## src/rtl/intc_pkg.sv

```systemverilog
package intc_pkg;
    localparam int unsigned SRC_NUM     = 64;
    localparam int unsigned WORD_W      = 32;
    localparam int unsigned ADDR_W      = 12;
    localparam int unsigned SLOTS_WORD  = WORD_W / 8;
    localparam int unsigned TBL_WORDS   = SRC_NUM / SLOTS_WORD;
    localparam int unsigned TBL_IDX_W   = $clog2(TBL_WORDS);
    localparam int unsigned SRC_IDX_W   = $clog2(SRC_NUM);

    localparam logic [ADDR_W-1:0] OFF_CTRL    = 12'h000;
    localparam logic [ADDR_W-1:0] OFF_FLAG_LO = 12'h008;
    localparam logic [ADDR_W-1:0] OFF_EN_LO   = 12'h010;
    localparam logic [ADDR_W-1:0] OFF_PEND_LO = 12'h014;
    localparam logic [ADDR_W-1:0] OFF_FLAG_HI = 12'h020;
    localparam logic [ADDR_W-1:0] OFF_EN_HI   = 12'h028;
    localparam logic [ADDR_W-1:0] OFF_PEND_HI = 12'h02C;
    localparam logic [ADDR_W-1:0] OFF_TABLE   = 12'h040;
    localparam int unsigned       GEN_BIT     = 31;
endpackage

```

## src/rtl/intc_sync_edge.sv

```systemverilog
module intc_sync_edge #(
    parameter int unsigned W          = 64,
    parameter int unsigned STAGES     = 2,
    parameter logic [W-1:0] PULSE_MASK = '0
) (
    input  logic         clk_i,
    input  logic         rst_ni,
    input  logic [W-1:0] src_i,
    output logic [W-1:0] level_o,
    output logic [W-1:0] rise_o
);
    typedef struct packed {
        logic [STAGES-1:0][W-1:0] chain;
        logic [W-1:0]             prev;
    } sync_t;

    sync_t st_d, st_q;

    always_comb begin
        st_d = st_q;
        st_d.chain[0] = src_i;
        for (int i = 1; i < int'(STAGES); i++) begin
            st_d.chain[i] = st_q.chain[i-1];
        end
        st_d.prev = st_q.chain[STAGES-1];
    end

    always_ff @(posedge clk_i or negedge rst_ni) begin
        if (!rst_ni) st_q <= '0;
        else         st_q <= st_d;
    end

    assign level_o = st_q.chain[STAGES-1];
    assign rise_o  = st_q.chain[STAGES-1] & ~st_q.prev & PULSE_MASK;
endmodule

```

## src/rtl/intc_chan_table.sv

```systemverilog
module intc_chan_table
    import intc_pkg::*;
(
    input  logic                 clk_i,
    input  logic                 rst_ni,
    input  logic                 wr_en_i,
    input  logic [TBL_IDX_W-1:0] wr_idx_i,
    input  logic [WORD_W-1:0]    wdata_i,
    input  logic [TBL_IDX_W-1:0] rd_idx_i,
    output logic [WORD_W-1:0]    rdata_o
);
    typedef logic [TBL_WORDS-1:0][WORD_W-1:0] tbl_t;

    tbl_t tbl_d, tbl_q;

    always_comb begin
        tbl_d = tbl_q;
        if (wr_en_i) tbl_d[wr_idx_i] = wdata_i;
    end

    always_ff @(posedge clk_i or negedge rst_ni) begin
        if (!rst_ni) tbl_q <= '0;
        else         tbl_q <= tbl_d;
    end

    assign rdata_o = tbl_q[rd_idx_i];

    for (genvar w = 0; w < int'(TBL_WORDS); w++) begin : g_chk
        AST_TBL_WRITE: assert property (@(posedge clk_i) disable iff (!rst_ni)
            (wr_en_i && wr_idx_i == TBL_IDX_W'(w)) |=> (rdata_o == $past(wdata_i) || rd_idx_i != TBL_IDX_W'(w)));
    end
endmodule

```

## src/rtl/intc_prio_enc.sv

```systemverilog
module intc_prio_enc #(
    parameter int unsigned W     = 64,
    parameter int unsigned IDX_W = $clog2(W)
) (
    input  logic [W-1:0]     pend_i,
    output logic             any_o,
    output logic [IDX_W-1:0] idx_o
);
    always_comb begin
        idx_o = '0;
        for (int i = 0; i < int'(W); i++) begin
            if (pend_i[i]) idx_o = IDX_W'(i);
        end
    end

    assign any_o = |pend_i;

    always_comb begin
        if (any_o) begin
            AST_ID_IS_TOP: assert ((pend_i >> idx_o) == W'(1));
        end
    end
endmodule

```

## src/rtl/apb_irq_ctrl.sv

```systemverilog
module apb_irq_ctrl
    import intc_pkg::*;
#(
    parameter int unsigned          SYNC_STAGES = 2,
    parameter logic [SRC_NUM-1:0]   PULSE_MASK  = '0
) (
    input  logic                 clk_i,
    input  logic                 rst_ni,
    input  logic                 psel_i,
    input  logic                 penable_i,
    input  logic                 pwrite_i,
    input  logic [ADDR_W-1:0]    paddr_i,
    input  logic [WORD_W-1:0]    pwdata_i,
    output logic [WORD_W-1:0]    prdata_o,
    output logic                 pready_o,
    input  logic [SRC_NUM-1:0]   src_i,
    output logic                 irq_o,
    output logic [SRC_IDX_W-1:0] irq_id_o
);
    typedef struct packed {
        logic               gen_en;
        logic [SRC_NUM-1:0] en;
        logic [SRC_NUM-1:0] flag;
    } regs_t;

    regs_t r_d, r_q;

    logic [SRC_NUM-1:0]   level, rise, active, pend;
    logic                 wr, tbl_hit, any_pend;
    logic [WORD_W-1:0]    tbl_rdata;
    logic [SRC_IDX_W-1:0] top_idx;

    intc_sync_edge #(
        .W(SRC_NUM), .STAGES(SYNC_STAGES), .PULSE_MASK(PULSE_MASK)
    ) u_sync (
        .clk_i(clk_i), .rst_ni(rst_ni), .src_i(src_i),
        .level_o(level), .rise_o(rise)
    );

    assign wr      = psel_i && penable_i && pwrite_i;
    assign tbl_hit = (paddr_i[ADDR_W-1:6] == OFF_TABLE[ADDR_W-1:6]) && (paddr_i[1:0] == 2'b00);

    intc_chan_table u_tbl (
        .clk_i(clk_i), .rst_ni(rst_ni),
        .wr_en_i(wr && tbl_hit), .wr_idx_i(paddr_i[5:2]), .wdata_i(pwdata_i),
        .rd_idx_i(paddr_i[5:2]), .rdata_o(tbl_rdata)
    );

    assign active = (PULSE_MASK & r_q.flag) | (~PULSE_MASK & level);
    assign pend   = active & r_q.en;

    intc_prio_enc #(.W(SRC_NUM), .IDX_W(SRC_IDX_W)) u_prio (
        .pend_i(pend), .any_o(any_pend), .idx_o(top_idx)
    );

    always_comb begin
        r_d = r_q;
        if (wr) begin
            unique case (paddr_i)
                OFF_CTRL:    r_d.gen_en            = pwdata_i[GEN_BIT];
                OFF_EN_LO:   r_d.en[WORD_W-1:0]    = pwdata_i;
                OFF_EN_HI:   r_d.en[SRC_NUM-1:WORD_W] = pwdata_i;
                OFF_FLAG_LO: r_d.flag[WORD_W-1:0]  = r_q.flag[WORD_W-1:0] & pwdata_i;
                OFF_FLAG_HI: r_d.flag[SRC_NUM-1:WORD_W] = r_q.flag[SRC_NUM-1:WORD_W] & pwdata_i;
                default: ;
            endcase
        end
        r_d.flag = (r_d.flag | rise) & PULSE_MASK;
    end

    always_ff @(posedge clk_i or negedge rst_ni) begin
        if (!rst_ni) r_q <= '0;
        else         r_q <= r_d;
    end

    always_comb begin
        prdata_o = '0;
        if (tbl_hit) begin
            prdata_o = tbl_rdata;
        end else begin
            case (paddr_i)
                OFF_CTRL:    prdata_o[GEN_BIT] = r_q.gen_en;
                OFF_EN_LO:   prdata_o = r_q.en[WORD_W-1:0];
                OFF_EN_HI:   prdata_o = r_q.en[SRC_NUM-1:WORD_W];
                OFF_PEND_LO: prdata_o = pend[WORD_W-1:0];
                OFF_PEND_HI: prdata_o = pend[SRC_NUM-1:WORD_W];
                OFF_FLAG_LO: prdata_o = r_q.flag[WORD_W-1:0];
                OFF_FLAG_HI: prdata_o = r_q.flag[SRC_NUM-1:WORD_W];
                default:     prdata_o = '0;
            endcase
        end
    end

    assign pready_o = 1'b1;
    assign irq_o    = r_q.gen_en && any_pend;
    assign irq_id_o = irq_o ? top_idx : '0;

    AST_GEN_OFF_QUIET: assert property (@(posedge clk_i) disable iff (!rst_ni)
        (wr && paddr_i == OFF_CTRL && !pwdata_i[GEN_BIT]) |=> !irq_o);
    AST_EN_ZERO_CLEARS: assert property (@(posedge clk_i) disable iff (!rst_ni)
        (wr && paddr_i == OFF_EN_LO && pwdata_i == '0) |=> (pend[WORD_W-1:0] == '0));
    AST_FLAG_HOLD: assert property (@(posedge clk_i) disable iff (!rst_ni)
        !(wr && paddr_i == OFF_FLAG_LO) |=>
        ((r_q.flag[WORD_W-1:0] & $past(r_q.flag[WORD_W-1:0])) == $past(r_q.flag[WORD_W-1:0])));
    AST_LEVEL_FLAG_ZERO: assert property (@(posedge clk_i) disable iff (!rst_ni)
        ((r_q.flag & ~PULSE_MASK) == '0));
endmodule

```

## config.mk

```make
export PLATFORM = sky130hd
export DESIGN_NAME = apb_irq_ctrl
export DESIGN_NICKNAME = d
export VERILOG_FILES = /design/src/rtl/intc_pkg.sv /design/src/rtl/intc_sync_edge.sv /design/src/rtl/intc_chan_table.sv /design/src/rtl/intc_prio_enc.sv /design/src/rtl/apb_irq_ctrl.sv
export SDC_FILE = /design/constraint.sdc
export NUM_CORES = 1
export LEC_CHECK = 0
export CAP_MARGIN = 0
export CORE_UTILIZATION = 38
export CTS_CLUSTER_SIZE = 30
export DETAILED_ROUTE_END_ITERATION = 10
export HOLD_SLACK_MARGIN = 0.02
export PLACE_DENSITY_LB_ADDON = 0.25
export SLEW_MARGIN = 10
export SYNTH_ARGS = -nofsm -noshare
export SYNTH_HDL_FRONTEND = slang
export SYNTH_SLANG_ARGS = --single-unit
```

## constraint.sdc

```tcl
create_clock -name clk_i -period 2.16 [get_ports clk_i]
set_input_delay 0.216 -clock clk_i [delete_from_list [all_inputs] [get_ports clk_i]]
set_output_delay 0.216 -clock clk_i [all_outputs]
set_load 0.05 [all_outputs]
```

# Word-level counts from Yosys, hierarchy flattened
# Index checks and enable logic that the tools add are counted.
# totals
latchBits	0
word_cells	113
ram_bits	0
rom_bits	0
n_memories	0
register_bits	705
# op_classes
addsub	0
shifts	0
eq_ne	5
magnitude_cmp	2
mux	72
div	0
reduce_logical	12
n_mul	0
bitwise_logic	1
# ops
op	count
$bwmux W512	1
$mux W6	33
$bmux W32 S4	1
$demux W32 S4	1
$pmux W31 S4	1
$mux W32	3
$mux W5	16
$and A64 B64 Y64	1
$reduce_or A64 Y1	1
$mux W4	8
$eq A12 B5 Y1 const B	2
$eq A12 B6 Y1 const B	2
$logic_not A12 Y1	1
$mux W3	4
$eq A6 B1 Y1 const B	1
$logic_and A1 B1 Y1	6
$reduce_and A2 Y1	3
$lt A4 B5 Y1 const B	1
$pmux W1 S5	1
$ge A4 B1 Y1 const B	1
$mux W2	2
$logic_not A2 Y1	1
$mux W1	1

# Logic depth before layout (Yosys ltp)
# logic_depth
word_depth	65
ltp_mapped	8

# Cells and area by module
# From an unflattened synthesis, not the netlist that was laid out.
# unflattened
cells_unflattened	2221
area_unflattened_um2	31938.1
# by_module_without_submodules
module	cells_each	area_each_um2	instances
intc_chan_table	1404	22774.3	1
intc_sync_edge	257	4167.7	1
apb_irq_ctrl	414	4144.0	1
intc_prio_enc	146	852.1	1

# Worst setup path before layout
# No wires, ideal clock.
# synth_path
path_type	reg2out
start	register r_q[87] (netlist name)
end	output irq_id_o[1]
required_time_ps	1944
path_stages_with_launch	7
arrival_ps	3092
path_slack_ps	-1148
path_cell_list	dfrtp_1 -> a22o_1 -> nand2b_1 -> nor3_1 -> a31oi_1 -> o21ai_0 -> nor3_1
# synth_between
word_cells_on_any_way	45
# synth_rtl
element	line_no	rtl
from (decl)	apb_irq_ctrl.sv:26	regs_t r_d, r_q;
from (signal assigned)	apb_irq_ctrl.sv:73	else r_q <= r_d;
$and A64 B64 Y64	apb_irq_ctrl.sv:50	assign pend = active & r_q.en;
$reduce_or A64 Y1	intc_prio_enc.sv:16	assign any_o = |pend_i;
$logic_and A1 B1 Y1	apb_irq_ctrl.sv:95	assign irq_o = r_q.gen_en && any_pend;
named net irq_o	apb_irq_ctrl.sv:17	output logic irq_o,
$mux W6	apb_irq_ctrl.sv:96	assign irq_id_o = irq_o ? top_idx : '0;
to (decl)	apb_irq_ctrl.sv:18	output logic [SRC_IDX_W-1:0] irq_id_o
# The timed path passes the listed nets, and every way through them passes these cells.

# Worst setup path in the final report
# layout_path
start	register u_tbl.tbl_q[121] (netlist name)
end	output prdata_o[25]
# layout_between
elab_chain_len	3
# layout_rtl
element	line_no	rtl
from (decl)	intc_chan_table.sv:14	tbl_t tbl_d, tbl_q;
from (signal assigned)	intc_chan_table.sv:23	else tbl_q <= tbl_d;
$bmux W32 S4	intc_chan_table.sv:26	assign rdata_o = tbl_q[rd_idx_i];
$mux W32 (implied by the code)	intc_chan_table.sv:26	
$mux W32	apb_irq_ctrl.sv:78	if (tbl_hit) begin
to (decl)	apb_irq_ctrl.sv:14	output logic [WORD_W-1:0] prdata_o,
# Every way passes these cells. The select of a mux whose other input is x is not followed.

==> out/results.ini <==
[grt]
grt_overflow_total=0
grt_pass1_vias=21098
grt_pass1_wl_um=134000
grt_usage=0.217
antenna_found_initial=4
grt_max_degree=82

[routing]
num_vias=19104
drc_errors=0
wl_um=87000
drt_iter0_markers=1171
wl_per_cell_um=24.8
ant_nets=0
vias_per_cell=5.46
first_pass_iters=7

[cells_and_area]
layout.nets=2500
area_delta_synth_final_pct=30.2
fillers=6525
drive_gt1_frac=0.523
fin_cells=3501

[placed_design]
io_buffers=151
hpwl_um=59800
gp_congestion=0.943
dp_cells=3300
dp_slack_ps=-624

[yosys]
async_flop_share=1.00
avgSynthCellArea_um2=15.6
synth_top_area_share=0.575
synthDistinctLibCells=50
synth_top_area_cell=dfrtp_1
synth_fp_nets=2080
mappedNetlistArea_mm2=0.0307
ys_seq_area_frac=0.575
ys_top_cells_by_area=dfrtp_1 57%, mux2_2 20%, mux4_2 12%
postSynthCellCount=1967
synth-edff-count=0
synth_common_cells=705 x dfrtp_1, 535 x mux2_2, 160 x mux4_2
synth_flop_cell=dfrtp_1
synth-seq-cells=705
yosys_warnings=0
synth.most_common_cell=dfrtp_1

[timing]
rsz0062_at_grt=true
finalCriticalPeriod_ps=3050
setup_ws_ps=-895
setup_violations=39
hold_viol_final=0
fin_hold_ws_ps=42.9
relSlewSlack=0.426
finClkSkew_ps=7.81
min_period_over_period=1.41
finalMaxSlewViolations=0
clock.fmax_mhz=327
tightest_slew_ps=859

[worst_setup_path]
crit_path_end_kind=output pin
critPathRequiredTime_ps=1940
arrival_ps=2840
cp_max_fo=2
worst_setup_path_start_kind=flop
path_class=flop to output pin

[power_and_ir_drop]
netSwitchingFraction=0.224
seq_power_share=0.478
p_switching_mw=6.29
p_per_area_mw_per_mm2=703
p_total_mw=28.1
p_clk_frac=0.470
p_leak_nw=19.0
p_int_mw=21.8
pwr-share-comb=0.051
ir_drop_mv=0.446

[floorplan]
core_mm2=0.0795
ios=153
die_w_um=286
design.die.area_mm2=0.0819
start_util=0.386
die_h_um=286
row_count=103

[clock_network]
cts_buffers=74
clock_sinks=705
clkTransAtPathRegs_ps=60
clock_path_buffers=3
cts_root_buffer=clkbuf_16
insertion_delay_ps=620
cts_tree=built
cts-htree-levels=3

[status]
violations=negative setup slack
status=complete, but fails checks

[run]
maxCapViolations=0

[min_path]
holdCritPathClass=input port to flop

-- power groups by stage --
stage / registers [mW] / clock network (mW) / logic (mW)
6_report: 13.4 / 13.2 / 1.44
5_1_grt: 13.4 / 14.0 / 1.55
4_1_cts: 13.4 / 13.5 / 1.46
3_5_place_dp: 13.7 / 0 / 1.37
3_3_place_gp: 13.7 / 0 / 1.34
2_1_floorplan: 13.6 / 0 / 0.410
-- worst paths after layout --
check / from / to / slack [ps] / cells after the start
setup / recovery: u_tbl.tbl_q[121] / prdata_o[25] / -890 / 5
hold / removal: src_i[30] / u_sync.st_d[158] / 40 / 1
setup reg to reg: r_q[123] / r_q[123] / 1120 / 3
hold reg to reg: u_sync.st_d[168] / u_sync.level_o[40] / 350 / 0
max in group asynchronous: rst_ni / u_sync.level_o[24] / 1140 / 4
min in group asynchronous: rst_ni / u_tbl.tbl_q[370] / 120 / 2
-- metrics by stage --
stage          utilization  instance area (um2)  setup TNS (ps)
3_5_place_dp         0.460                36500         -254270
2_1_floorplan            -                31200            -739
4_1_cts              0.502                39900          -23610
3_3_place_gp         0.460                36500         -235790
5_1_grt              0.502                40000          -25940
6_report             0.503                40000          -23140
-- per-layer routing --
metal	track usage	vias up	part of all wire
li1	-	8203	-
met1	0.300	10277	0.45
met2	0.348	474	0.48
met3	0.0342	146	0.044
met4	0.0793	4	0.033
met5	0	-	0.00022
-- final cells by class --
class / instances / area (um2) / area share
clock buffer: 102 / 2110 / 0.0527
multi-input combinational: 1098 / 13100 / 0.327
clock inverter: 32 / 419 / 0.0105
inverter: 19 / 71.3 / 0.00178
sequential: 705 / 17600 / 0.441
tap: 1050 / 1310 / 0.0329
antenna: 6 / 15.0 / 0.000376
timing repair buffer: 489 / 5330 / 0.133
-- kinds of logic after synthesis --
logic type             count (synthesis)  share of synthesized area
multiplexers                         735                      0.328
flip-flops                           705                      0.575
AO/OA/AOI/OAI                        193                     0.0458
AND/OR/NAND/NOR                      169                     0.0265
buffers and inverters                164                     0.0247
other                                  1                   0.000122
-- cell usage in the layout, fill, tap and decap left out, types with 4 or more instances in the layout --
cell / synthesis / layout
a21o_1: 51 / 51
a21oi_1: 19 / 19
a22o_1: 5 / 5
a22oi_1: 56 / 13
a22oi_2: 0 / 43
a32o_1: 9 / 9
and2_1: 6 / 5
buf_12: 0 / 96
buf_4: 4 / 222
buf_6: 6 / 19
bufinv_16: 0 / 8
clkbuf_1: 61 / 13
clkbuf_16: 0 / 74
clkbuf_8: 0 / 16
clkdlybuf4s50_1: 0 / 103
clkinv_2: 0 / 13
clkinvlp_4: 0 / 4
dfrtp_1: 705 / 704
diode_2: 0 / 6
dlygate4sd3_1: 0 / 41
inv_1: 19 / 17
mux2_1: 40 / 40
mux2_2: 535 / 535
mux4_2: 160 / 160
nand2_1: 86 / 69
nand2_4: 0 / 16
nand2b_1: 7 / 6
nand3_1: 9 / 8
nand4_1: 11 / 11
nor2_1: 24 / 8
nor2_4: 0 / 13
nor3_2: 4 / 4
nor3_4: 0 / 5
o211ai_1: 4 / 4
o21ai_4: 0 / 11
-- critical path, stage by stage (launching register included) --
cell,delay (ps)
dfrtp_1,380
mux4_2,470
mux4_2,550
a222oi_1,540
inv_2,110
buf_12,170
-- registers in the layout (all words and copies together) (netlist names) --
name and count:
u_tbl.tbl_q 512, r_q 65, u_sync.st_d 64, u_sync.level_o 64
-- repair_timing --
item / 4_1_cts / 5_1_grt
hold buffers: 41 / 0
pin swaps: 36 / 15
endpoints found under the setup margin: 39 / 39
endpoints found under the hold margin: 371 / 0
cloned: 1 / 0
setup buffers: 18 / 4
gates resized for setup: 68 / 13
Note: power is estimated with default switching activity, not from simulation.
